<file path="src/rtl/rot_seed_reg.sv">
module rot_seed_reg #(
  parameter int WIDTH = 4,
  parameter logic [WIDTH-1:0] SEED = 4'b0001,
  parameter int DIV_EXP = 22
) (
  input  logic             clk,
  input  logic             rst,
  output logic             step,
  output logic [WIDTH-1:0] pattern
);

  logic [DIV_EXP-1:0] div_cnt;
  logic               loaded;

  assign step = &div_cnt;

  always_ff @(posedge clk) begin
    if (rst) div_cnt <= '0;
    else     div_cnt <= div_cnt + 1'b1;
  end

  always_ff @(posedge clk) begin
    if (rst) begin
      loaded  <= 1'b0;
      pattern <= '0;
    end else if (step) begin
      loaded <= 1'b1;
      if (!loaded) pattern <= SEED;
      else         pattern <= {pattern[WIDTH-2:0], pattern[WIDTH-1]};
    end
  end

endmodule

</file>
<file path="config.mk">
export PLATFORM = sky130hd
export DESIGN_NAME = rot_seed_reg
export DESIGN_NICKNAME = d
export VERILOG_FILES = /design/src/rtl/rot_seed_reg.sv
export SDC_FILE = /design/constraint.sdc
export NUM_CORES = 1
export LEC_CHECK = 0
export ABC_AREA = 0
export BUFFER_PORTS_ARGS = -buffer_cell sky130_fd_sc_hd__buf_4
export CAP_MARGIN = 20
export CORE_MARGIN = 5
export CORE_UTILIZATION = 35
export DETAILED_ROUTE_END_ITERATION = 8
export PLACE_DENSITY = 0.53
export SLEW_MARGIN = 20
export SYNTH_ARGS = -nofsm -noshare
export SYNTH_HDL_FRONTEND = slang
export SYNTH_SLANG_ARGS = --single-unit
</file>
<file path="constraint.sdc">
create_clock -name clk -period 3.55 [get_ports clk]
set_clock_uncertainty 0.15 [all_clocks]
set_input_delay 0.1775 -clock clk [delete_from_list [all_inputs] [get_ports clk]]
set_output_delay 0.1775 -clock clk [all_outputs]
set_load 0.1 [all_outputs]
</file>
After elaboration in Yosys (flattened, before gate mapping)
Cells that the tools add are included.
{"block": "totals", "elab_cells": 6, "out_inout_bits": 5, "ff_bits": 27}
{"block": "op_classes", "n_addsub": 1, "mux": 1, "reduce_logical": 1}
{"operator": "$add A22 B1 Y22 const B", "n": 1}
{"operator": "$reduce_and A22 Y1", "n": 1}
{"operator": "$mux W4", "n": 1}

Longest topological paths before layout
{"block": "logic_depth", "ltp_word": 1, "ltp_mapped": 7, "depth_no_buf": 5}

Least setup slack after synthesis
No wires, ideal clock.
{"block": "synth_path", "path_kind": "register to register", "start": "register div_cnt[0]", "end": "register loaded", "slack_ns": 0.730, "path_stages_with_launch": 8, "t_required_ns": 3.337, "arrival_ns": 2.607, "path_cell_list": "dfxtp_1 > ha_1 > and4_1 > buf_4 > nand4_4 > buf_6 > nor2_1 > o21ba_2"}
{"block": "synth_between", "elab_chain_cells": 1}
{"item": "from (decl)", "line": "12", "text": "logic [DIV_EXP-1:0] div_cnt;"}
{"item": "from (signal assigned)", "line": "19", "text": "else div_cnt <= div_cnt + 1'b1;"}
{"item": "$reduce_and A22 Y1", "line": "15", "text": "assign step = &div_cnt;"}
{"item": "named net step", "line": "8", "text": "output logic step,"}
{"item": "to (signal assigned)", "line": "24", "text": "loaded <= 1'b0;"}
{"item": "to (signal assigned)", "line": "27", "text": "loaded <= 1'b1;"}
{"item": "to (decl)", "line": "13", "text": "logic loaded;"}
The timed path passes the listed nets, and every way through them passes these cells.
A chain may end at the register's enable or synchronous reset.

Final worst setup path
{"block": "layout_path", "start": "register div_cnt[0]", "end": "output step"}
{"block": "layout_between", "elab_chain_cells": 1}
{"item": "$reduce_and A22 Y1", "line": "15"}
{"item": "to (decl)", "line": "8"}
No other way between the ends.

==> results summary <==
Routability-driven placement finished with a final weighted congestion of 0.6862. The maximum fanout encountered on the critical timing path came out at 13. The clock tree from TritonCTS is yes. The synthesized design spends more area on one cell type than any other, namely sky130_fd_sc_hd__dfxtp_1. Across the run, the number of max-cap violations was 0.

The number of buffers inserted by port buffering came out at 6. The first detailed-routing pass took 4 iterations. The number of clock buffers added by TritonCTS is 3. The placed wire-length estimate came out at 1442 µm.

The number of endpoints failing setup at the final stage is 0. Global routing used 17.04% of the available met2 tracks. VDD sags by at most 138.3 µV. The number of global-route vias before repair came out at 825. The pin count of the biggest net entering global routing is 28. The area added between synthesis and finish came out at 5.907%.

Setup total negative slack on the finished layout was measured at 0 ps. Cells fill 38.32% of the core in the end. The worst setup path is captured at an output pin. The final worst-path cycle share came out at 67.08%. The Yosys step of the flow raised 0 warnings.

In this run the clock root is driven by a sky130_fd_sc_hd__clkbuf_4. The residual overflow from global routing came out at 0. The required time of the critical path came out at 3220 ps. The number of instances in the synthesized netlist is 133.

For the pin with the worst max-slew slack, the measured transition is 375.0 ps. The flow ran to the end, and the final reports show no timing, DRC or antenna violations. Summed over all layers, the routed wires come to 2021 µm. The mapped cell area came out at 1207 µm².

Setup repair after global routing left no endpoint under its margin. The post-cts resize count came out at 0. The post-route netlist has 12.69% of its cells at a drive strength greater than 1. The number of max-slew violations in the final report is 0. The number of nets with antenna violations after detailed routing is 0. The power density over cell area came out at 348.2 nW/µm². The die is 68.74 µm tall. Yosys attributes the largest share of cell area to sky130_fd_sc_hd__dfxtp_1 45%, sky130_fd_sc_hd__xor2_1 8.0%, sky130_fd_sc_hd__nor2_1 4.7%. The worst slew margin relative to its limit came out at 75.00%. The count of antenna diodes in the layout is 0.

The worst-case clock buffer depth is 2. The initialized floorplan defines 21 standard-cell rows. For this block, the initial DRC count from the detailed router was 30. Fill cells in the final layout number 351. The average via count per standard cell is 5.106.

The analysis attributes to cell leakage a power of 0.0004301 µW. The post-detailed-route DRC marker count came out at 0. Pin placement for this block handled 7 I/O pins.

The endpoint arrival time on the critical path is 2050 ps. The total nets after synthesis is 136. In this run the number of H-tree levels came out at 1. Across every metal layer, demand over resource in global routing totals 9.909%.

The layer flagged by global routing as most heavily used is met2. The die covers 4725 µm². The floorplan step set the die width to 68.74 µm. The mean cell area of the mapped netlist came out at 9.078 µm².

The starting utilization of the core area came out at 36.18%. The number of flip-flops and latches in the synthesized netlist came out at 27. In the layout the commonest cells are 27 x sky130_fd_sc_hd__dfxtp_1, 15 x sky130_fd_sc_hd__nor2_1, 11 x sky130_fd_sc_hd__xor2_1, 11 x sky130_fd_sc_hd__a21oi_1, 9 x sky130_fd_sc_hd__o21ai_0. The number of hold buffers added after CTS was 0. The worst setup path category is reg -> out. The number of hold violations in the final report is 0. The maximum achievable frequency is 420.0 MHz. The sequential share of the synthesized area came out at 44.77%. The met1 routing resource usage after global routing came out at 11.88%. The core region is 3337 µm². Leaving out fill and tap cells, the most frequent cell in the layout is sky130_fd_sc_hd__dfxtp_1. The global-route wire length before repair is 3546 µm. The type of element launching the critical path is a flip-flop. The count of nets after finishing is 138. The time the final worst path needs with I/O delays and setup came out at 2381 ps. The area share of the largest cell type after synthesis is 44.77%. The routed via count came out at 919. For met3 alone, demand over resource in global routing was 1.459%. Synthesis instantiated 29 different standard cells from the library. The count of buffers added by post-CTS timing repair for setup came out at 0.

The clock-pin transition on the worst setup and hold timing paths came out at 130 ps. The number of antenna violations at the first check in global routing came out at 0. Dividing the detail-routed wire length by the instance count gives 11.23 µm.

The clock latency reported for the late side of the worst-skew pair is 310 ps. The min-delay analysis places its worst path in the category in -> reg. The count of clock tree sinks came out at 27.
critical path, cell delays in order, from the launching register on:
cell and delay, ps:
sky130_fd_sc_hd__dfxtp_1 390, sky130_fd_sc_hd__ha_1 210, sky130_fd_sc_hd__and4_1 400, sky130_fd_sc_hd__nand4_4 220, sky130_fd_sc_hd__nor2_1 200, sky130_fd_sc_hd__buf_4 310
power by group:
group / switching, µW / internal, µW / total (µW)
combinational: 6.12 / 3.59 / 9.71
clock: 83.1 / 43.9 / 127
sequential: 2.54 / 306 / 308
synth_stat cells:
library cell and n:
sky130_fd_sc_hd__a211o_2 1, sky130_fd_sc_hd__a21oi_1 11, sky130_fd_sc_hd__and2_1 2, sky130_fd_sc_hd__and4_1 4, sky130_fd_sc_hd__and4_2 1, sky130_fd_sc_hd__and4_4 1, sky130_fd_sc_hd__buf_2 1, sky130_fd_sc_hd__buf_4 2
sky130_fd_sc_hd__buf_6 2, sky130_fd_sc_hd__clkbuf_1 4, sky130_fd_sc_hd__dfxtp_1 27, sky130_fd_sc_hd__ha_1 1, sky130_fd_sc_hd__inv_1 3, sky130_fd_sc_hd__nand2_1 6, sky130_fd_sc_hd__nand3_1 6, sky130_fd_sc_hd__nand3_2 1
sky130_fd_sc_hd__nand4_1 6, sky130_fd_sc_hd__nand4_2 1, sky130_fd_sc_hd__nand4_4 1, sky130_fd_sc_hd__nor2_1 15, sky130_fd_sc_hd__nor2b_1 1, sky130_fd_sc_hd__o21ai_0 9, sky130_fd_sc_hd__o21ba_2 1, sky130_fd_sc_hd__o31ai_1 2
sky130_fd_sc_hd__or2_2 1, sky130_fd_sc_hd__or3_1 8, sky130_fd_sc_hd__or4_1 2, sky130_fd_sc_hd__xnor2_1 2, sky130_fd_sc_hd__xor2_1 11
sequential cells by signal, indices dropped and copies added (netlist names):
name / count
loaded: 1
pattern: 4
div_cnt: 22
final cells by class:
cell class | instances | area (µm²) | area share [%]
inverter | 3 | 11.26 | 0.8806
timing repair buffer | 6 | 45.04 | 3.522
tap | 46 | 57.56 | 4.501
clock buffer | 4 | 26.28 | 2.055
sequential | 27 | 540.5 | 42.27
multi-input combinational | 94 | 598.1 | 46.77
cell families after synthesis:
family	share of synthesized area (%)
AO/OA/AOI/OAI	11.19
XOR/XNOR	9.430
adder cells (fa/ha/maj)	1.036
buffers and inverters	5.698
flip-flops	44.77
AND/OR/NAND/NOR	27.88
routing by layer:
layer | routed length (µm) | vias to the layer above
met2 | 904 | 9
met1 | 1017 | 434
met4 | 42 | 0
met5 | 0 | -
met3 | 57 | 5
li1 | - | 471
metrics by stage:
stage / area [µm²] / setup WS (ps) / power (µW) / instances / hold slack, ps
after global placement: 1252 / 1589 / 324.8 / 176 / 289.1
after global routing: 1279 / 961.6 / 470.7 / 180 / 53.90
after detailed placement: 1252 / 1523 / 325.2 / 176 / 300.4
final: 1279 / 1169 / 445.2 / 180 / 47.37
after CTS: 1279 / 1143 / 453.3 / 180 / 39.60
after floorplan: 1207 / 729.9 / 322.6 / 133 / 276.1
path summary, 6_finish.rpt:
path | slack (ps) | endpoint | startpoint | cells after the start
worst min register to register | 330 | div_cnt[0]$_SDFF_PP0_ | div_cnt[0]$_SDFF_PP0_ | 1
worst max-delay path | 1170 | step | div_cnt[0]$_SDFF_PP0_ | 5
worst max register to register | 1570 | pattern[2]$_SDFFE_PP0P_ | div_cnt[0]$_SDFF_PP0_ | 5
worst min-delay path | 50 | div_cnt[0]$_SDFF_PP0_ | rst | 2
Note: power is estimated with default switching activity, not from simulation.
